### src/rtl/pgw_pkg.sv
package pgw_pkg;

  localparam int ENT_W = 64;

  // entry bit positions
  localparam int BIT_P  = 0;
  localparam int BIT_WR = 1;
  localparam int BIT_US = 2;
  localparam int BIT_RF = 5;
  localparam int BIT_DT = 6;
  localparam int BIT_NX = 63;

  localparam logic [1:0] FLT_NONE   = 2'd0;
  localparam logic [1:0] FLT_ABSENT = 2'd1;
  localparam logic [1:0] FLT_PROT   = 2'd2;

  typedef enum logic [1:0] {
    ACC_READ  = 2'd0,
    ACC_WRITE = 2'd1,
    ACC_FETCH = 2'd2
  } acc_e;

  typedef enum logic [2:0] {
    S_IDLE, S_RD, S_CHK, S_WR, S_DONE
  } wstate_e;

  // access rights denied by one entry
  function automatic logic perm_violation(logic [ENT_W-1:0] e, acc_e k, logic usr);
    logic bad;
    bad = 1'b0;
    if (k == ACC_WRITE && !e[BIT_WR]) bad = 1'b1;
    if (usr && !e[BIT_US])            bad = 1'b1;
    if (k == ACC_FETCH && e[BIT_NX])  bad = 1'b1;
    return bad;
  endfunction

  // entry value after the walk has touched it
  function automatic logic [ENT_W-1:0] mark_entry(logic [ENT_W-1:0] e, acc_e k, logic leaf);
    logic [ENT_W-1:0] r;
    r = e;
    r[BIT_RF] = 1'b1;
    if (leaf && k == ACC_WRITE) r[BIT_DT] = 1'b1;
    return r;
  endfunction

endpackage

### src/rtl/pgw_idx_sel.sv
module pgw_idx_sel #(
  parameter int LEVELS = 4,
  parameter int IDX_W  = 9,
  parameter int LVL_W  = 2
) (
  input  logic [LEVELS*IDX_W-1:0] vpn,
  input  logic [LVL_W-1:0]        level,
  output logic [IDX_W-1:0]        idx
);
  logic [IDX_W-1:0] slice [LEVELS];

  // level 0 takes the most significant slice
  for (genvar g = 0; g < LEVELS; g++) begin : g_slice
    assign slice[g] = vpn[(LEVELS-1-g)*IDX_W +: IDX_W];
  end

  assign idx = slice[level];
endmodule

### src/rtl/pgw_entry_eval.sv
module pgw_entry_eval
  import pgw_pkg::*;
(
  input  logic [ENT_W-1:0] entry,
  input  acc_e             kind,
  input  logic             user,
  input  logic             leaf,
  output logic             absent,
  output logic             prot,
  output logic             need_wb,
  output logic [ENT_W-1:0] updated
);
  always_comb begin
    absent  = !entry[BIT_P];
    prot    = perm_violation(entry, kind, user);
    updated = mark_entry(entry, kind, leaf);
    need_wb = (updated != entry);
  end
endmodule

### src/rtl/pgwalk_top.sv
module pgwalk_top
  import pgw_pkg::*;
#(
  parameter int LEVELS = 4,
  parameter int IDX_W  = 9,
  parameter int OFF_W  = 12,
  parameter int PPN_W  = 40
) (
  input  logic                        clk,
  input  logic                        rst_n,
  input  logic                        req_valid,
  input  logic [LEVELS*IDX_W+OFF_W-1:0] req_vaddr,
  input  logic [1:0]                  req_kind,
  input  logic                        req_user,
  input  logic [PPN_W-1:0]            root_ppn,
  output logic                        busy,
  output logic                        done,
  output logic [1:0]                  done_fault,
  output logic [PPN_W-1:0]            done_ppn,
  output logic [PPN_W+OFF_W-1:0]      done_paddr,
  output logic                        mem_req,
  output logic                        mem_we,
  output logic [PPN_W+OFF_W-1:0]      mem_addr,
  output logic [63:0]                 mem_wdata,
  input  logic                        mem_ack,
  input  logic [63:0]                 mem_rdata
);
  localparam int VPN_W = LEVELS * IDX_W;
  localparam int VA_W  = VPN_W + OFF_W;
  localparam int LVL_W = (LEVELS > 1) ? $clog2(LEVELS) : 1;
  localparam int ESZ_W = OFF_W - IDX_W;
  localparam logic [LVL_W-1:0] LAST_LVL = LVL_W'(LEVELS - 1);

  wstate_e          state;
  logic [LVL_W-1:0] lvl;
  logic [VA_W-1:0]  va_q;
  acc_e             kind_q;
  logic             user_q;
  logic [PPN_W-1:0] base_q;
  logic [PPN_W-1:0] ppn_q;
  logic [1:0]       fault_q;
  logic [ENT_W-1:0] ent_q;
  logic [ENT_W-1:0] wb_q;

  logic [IDX_W-1:0] cur_idx;
  logic             is_leaf;
  logic             ev_absent, ev_prot, ev_need_wb;
  logic [ENT_W-1:0] ev_updated;
  logic [PPN_W-1:0] ent_ppn;

  // named events for the assertions
  logic walk_start, lvl_absent, lvl_prot, lvl_wb, lvl_adv;

  pgw_idx_sel #(.LEVELS(LEVELS), .IDX_W(IDX_W), .LVL_W(LVL_W)) idx_i (
    .vpn   (va_q[VA_W-1:OFF_W]),
    .level (lvl),
    .idx   (cur_idx)
  );

  pgw_entry_eval eval_i (
    .entry   (ent_q),
    .kind    (kind_q),
    .user    (user_q),
    .leaf    (is_leaf),
    .absent  (ev_absent),
    .prot    (ev_prot),
    .need_wb (ev_need_wb),
    .updated (ev_updated)
  );

  assign is_leaf = (lvl == LAST_LVL);
  assign ent_ppn = ent_q[OFF_W +: PPN_W];

  assign walk_start = (state == S_IDLE) && req_valid;
  assign lvl_absent = (state == S_CHK) && ev_absent;
  assign lvl_prot   = (state == S_CHK) && !ev_absent && ev_prot;
  assign lvl_wb     = (state == S_CHK) && !ev_absent && !ev_prot && ev_need_wb;
  assign lvl_adv    = ((state == S_CHK) && !ev_absent && !ev_prot && !ev_need_wb) ||
                      ((state == S_WR) && mem_ack);

  always_ff @(posedge clk) begin
    if (!rst_n) begin
      state   <= S_IDLE;
      lvl     <= '0;
      va_q    <= '0;
      kind_q  <= ACC_READ;
      user_q  <= 1'b0;
      base_q  <= '0;
      ppn_q   <= '0;
      fault_q <= FLT_NONE;
      ent_q   <= '0;
      wb_q    <= '0;
    end else begin
      case (state)
        S_IDLE: begin
          if (walk_start) begin
            va_q    <= req_vaddr;
            kind_q  <= acc_e'(req_kind);
            user_q  <= req_user;
            base_q  <= root_ppn;
            lvl     <= '0;
            ppn_q   <= '0;
            fault_q <= FLT_NONE;
            state   <= S_RD;
          end
        end
        S_RD: begin
          if (mem_ack) begin
            ent_q <= mem_rdata;
            state <= S_CHK;
          end
        end
        S_CHK: begin
          if (lvl_absent) begin
            fault_q <= FLT_ABSENT;
            state   <= S_DONE;
          end else if (lvl_prot) begin
            fault_q <= FLT_PROT;
            state   <= S_DONE;
          end else if (lvl_wb) begin
            wb_q  <= ev_updated;
            state <= S_WR;
          end
        end
        S_WR: ;
        S_DONE: state <= S_IDLE;
        default: state <= S_IDLE;
      endcase

      if (lvl_adv) begin
        if (is_leaf) begin
          ppn_q <= ent_ppn;
          state <= S_DONE;
        end else begin
          base_q <= ent_ppn;
          lvl    <= lvl + 1'b1;
          state  <= S_RD;
        end
      end
    end
  end

  assign busy       = (state != S_IDLE);
  assign done       = (state == S_DONE);
  assign done_fault = fault_q;
  assign done_ppn   = ppn_q;
  assign done_paddr = {ppn_q, va_q[OFF_W-1:0]};
  assign mem_req    = (state == S_RD) || (state == S_WR);
  assign mem_we     = (state == S_WR);
  assign mem_addr   = {base_q, cur_idx, {ESZ_W{1'b0}}};
  assign mem_wdata  = wb_q;

  // ---------------- assertions ----------------
  AST_REQ_HOLD: assert property (@(posedge clk) disable iff (!rst_n)
    mem_req && !mem_ack |=> mem_req && $stable(mem_addr) && $stable(mem_we))
    else $error("memory request dropped or changed before ack");

  AST_IDLE_QUIET: assert property (@(posedge clk) disable iff (!rst_n)
    !busy |-> !mem_req && !done)
    else $error("activity while not busy");

  AST_FAULT_ZERO: assert property (@(posedge clk) disable iff (!rst_n)
    done && done_fault != FLT_NONE |-> done_ppn == '0)
    else $error("fault result carries a page number");

  AST_ABSENT_STOPS: assert property (@(posedge clk) disable iff (!rst_n)
    lvl_absent |=> done && done_fault == FLT_ABSENT)
    else $error("absent entry did not end the walk");

  AST_PROT_STOPS: assert property (@(posedge clk) disable iff (!rst_n)
    lvl_prot |=> done && done_fault == FLT_PROT && !mem_req)
    else $error("rights failure did not end the walk");

  AST_WB_ONLY_FLAGS: assert property (@(posedge clk) disable iff (!rst_n)
    mem_req && mem_we |-> (((mem_wdata ^ ent_q) & ~((64'd1 << BIT_RF) | (64'd1 << BIT_DT))) == '0)
                          && (mem_wdata != ent_q))
    else $error("write-back changes wrong bits or nothing");

  AST_WB_SAME_ADDR: assert property (@(posedge clk) disable iff (!rst_n)
    $rose(mem_we) |-> mem_addr == $past(mem_addr))
    else $error("write-back to a different entry");

  AST_WB_BEFORE_NEXT: assert property (@(posedge clk) disable iff (!rst_n)
    mem_req && !mem_we && $past(mem_req && mem_we) |-> $past(mem_ack))
    else $error("next read started before write-back ack");

endmodule

### config.mk
export PLATFORM = sky130hd
export DESIGN_NAME = pgwalk_top
export DESIGN_NICKNAME = d
export VERILOG_FILES = /design/src/rtl/pgw_pkg.sv /design/src/rtl/pgw_idx_sel.sv /design/src/rtl/pgw_entry_eval.sv /design/src/rtl/pgwalk_top.sv
export SDC_FILE = /design/constraint.sdc
export NUM_CORES = 1
export LEC_CHECK = 0
export ABC_AREA = 1
export BUFFER_PORTS_ARGS = -buffer_cell sky130_fd_sc_hd__clkbuf_2
export CAP_MARGIN = 20
export CORE_MARGIN = 1
export CORE_UTILIZATION = 56
export CTS_CLUSTER_SIZE = 40
export DETAILED_ROUTE_END_ITERATION = 7
export PLACE_DENSITY = 0.89
export SYNTH_ARGS = -nofsm -noshare
export SYNTH_HDL_FRONTEND = slang
export SYNTH_HIERARCHICAL = 1
export SYNTH_SLANG_ARGS = --single-unit
### constraint.sdc
create_clock -name clk -period 2.8 [get_ports clk]
set_input_delay 0.56 -clock clk [delete_from_list [all_inputs] [get_ports clk]]
set_output_delay 0.56 -clock clk [all_outputs]
set_load 0.02 [all_outputs]
==> results.yml <==
cts:
  cts_hold_buf: 0
  clk_latency_ns: 0.53
  cts_root_buffer: "clkbuf_16"
  cts_resized: 0
  post_cts_buffers: 0
  cts_made_buffers: 28
  cts-htree-levels: 1
  clock_sinks: 266
  clockBufferDepth: 3
  cts_tree: "done"
  clk_pin_slew_worst_paths_ns: 0.06
timing:
  finalSetupTns_ns: 0
  clock_skew_ns: 0.009947
  rsz0062_at_grt: "no"
  fin_crit_sh_pct: 83.54
  min_period_ns: 2.339
  setup_viol: 0
  fin_ws_ns: 0.4610
  slew_headroom_pct: 43.82
  finalMaxSlewViolations: 0
  hold_viol_final: 0
  worst_pin_slew_ns: 0.8426
  fmax_mhz: 427.5
grt:
  first_global_vias: 10609
  use_met1_pct: 36.54
  grt_usage_pct: 30.36
  grt_antenna_before_repair: 3
  overflow: 0
  grt.busiest_layer: "met2"
  grt_use_met2_pct: 51.60
  grt_max_degree: 178
  grt_pass1_wl_um: 54520
  use_met3_pct: 4.364
die:
  core.rowCount: 53
  core_area_sq_um: 21290
  start_util_pct: 57.73
  die_w_um: 150.1
  fp.dieH_um: 150.1
  design.die.area_sq_um: 22540
  io_pins: 373
logic_synthesis:
  synth_area_per_cell_sq_um: 7.018
  yosysWarningCount: 6
  synth_seq_cells: 266
  ys_types: 29
  syn_inst: 1751
  netlist_area_sq_um: 12290
  yosysSeqAreaShare_pct: 43.33
setup_path:
  start_kind: "flip-flop"
  crit_type: "flip-flop to primary output"
  crit_fanout: 22
  cp-end-kind: "primary output"
  critical-path-top-delay-family: "buffers and inverters"
  critPathRequiredTime_ns: 2.24
  slowest_delay_ns: 0.34
  cp.buffers_inverters: 3
  cp_cell_sequence: "buf_4 -> inv_6 -> nand2_4 -> nand3_1 -> nand2_1 -> clkbuf_2"
  cp_slowest_cell: "dfxtp_1"
  critPathArrivalTime_ns: 1.78
place:
  place_inst: 2172
  routabilityCongestion: 0.9395
  place_area_sq_um: 13220
  post-dp-hpwl_um: 23620
  portBuffers: 369
  pre_cts_ws_ns: 0.7660
min_path:
  hold_path_class: "input port to flip-flop"
route:
  first_pass_iters: 5
  wirelength_um: 35430
  postRouteAntennaNets: 0
  drtIter0Drc: 795
  vias: 11986
  wl_per_cell_um: 15.92
  drc: 0
  vias_per_cell: 5.385
layout:
  syn2layout_area_growth_pct: 15.63
  layout_common_cells: "nand2_1 (439), clkbuf_2 (368), dfxtp_1 (266), nor2_1 (263), a21oi_1 (155)"
  drive_gt1_share_pct: 23.96
  final_cells: 2226
  final_common_cell: "nand2_1"
  fin_area_sq_um: 14210
  finalNetCount: 2087
flow_run:
  max_cap_violations: 0
outcome:
  status: "finished, final reports clean"
power:
  irDropWorstVdd_mv: 0.5451
  power.leakage_nw: 6.711
  power_density_nw_per_um2: 843.4
==> tightest hold or removal path, delay by kind of cell <==
family | cells | cell delay (ns)
buffers and inverters | 1 | 0.07
AND/OR/NAND/NOR | 2 | 0.11
==> registers in the layout, summed over array words and instances, names as in the netlist <==
name and flops:
base_q 40, done_fault 2, done_ppn 40, ent_q 64
kind_q 2, lvl 2, mem_wdata 64, state 3
user_q 1, va_q 48
==> worst paths after layout <==
check | cells past startpoint | slack [ns] | from | endpoint
min | 3 | 0.25 | mem_rdata[32] | ent_q[32]$_SDFFE_PN0P_
min reg2reg | 2 | 0.46 | va_q[3]$_SDFFE_PN0P_ | va_q[3]$_SDFFE_PN0P_
max | 6 | 0.46 | lvl[0]$_SDFF_PN0_ | mem_addr[7]
max reg2reg | 10 | 0.71 | kind_q[1]$_SDFFE_PN0P_ | base_q[18]$_SDFF_PN0_
==> synthesized netlist by cell type <==
cell type	instances	area, sq um
buf_2	39	195.2
nand3_1	85	425.4
o21ai_1	21	105.1
nand3b_1	23	172.7
nand2_2	10	62.56
clkinv_1	1	3.750
o21ai_0	108	540.5
nor2_4	3	33.78
nor3_1	1	5.000
buf_12	1	20.02
nand3_2	5	50.05
inv_2	6	22.52
inv_6	1	8.760
ha_1	1	12.51
nand4_2	1	12.51
buf_4	125	938.4
nor2_1	263	987.2
nand2_4	1	11.26
or2_2	1	6.260
nand2_1	439	1648
conb_1	2	7.510
buf_1	3	11.26
dfxtp_1	266	5325
nand4_1	44	275.3
inv_1	69	259.0
buf_6	11	123.9
nor2_2	1	6.260
a21oi_1	155	775.7
clkbuf_1	65	244.0
==> per-layer routing <==
metal,vias to the layer above,wire (um)
li1,5833,-
met1,5448,13550
met2,591,17250
met3,114,2630
met4,0,2002
met5,-,0
==> area by class of cell <==
class                           count  area, sq um
Inverter                           77        297.8
Sequential cell                   266         5325
Multi-Input combinational cell   1166         5160
Clock inverter                     10        131.4
Tap cell                          275        344.1
Clock buffer                       42        854.6
Fill cell                        1860         7077
Timing Repair Buffer              388         2092
Antenna cell                        2        5.005
==> logic make-up after synthesis <==
logic type,Yosys count,share of synthesized area [%]
other,2,0.06111
AOI/OAI and AO/OA,284,11.57
and+or+nand+nor,877,30.08
adders and majority gates,1,0.1018
DFF,266,43.33
buffers and inverters,321,14.86
==> power by group <==
part / internal (mW) / switching (mW) / total, mW
combinational: 1.02 / 2.21 / 3.23
clock: 2.38 / 1.53 / 3.91
sequential: 4.39 / 0.453 / 4.85
==> stage by stage <==
step / hold WS [ns] / total power [mW] / utilization, %
global placement: 0.4515 / 8.037 / 62.10
floorplan: 0.4445 / 7.432 / -
global route: 0.2431 / 12.63 / 66.75
detailed placement: 0.4542 / 8.115 / 62.10
finish: 0.2468 / 11.98 / 66.75
CTS: 0.2255 / 12.02 / 66.73
(Power assumes the default switching activity.)
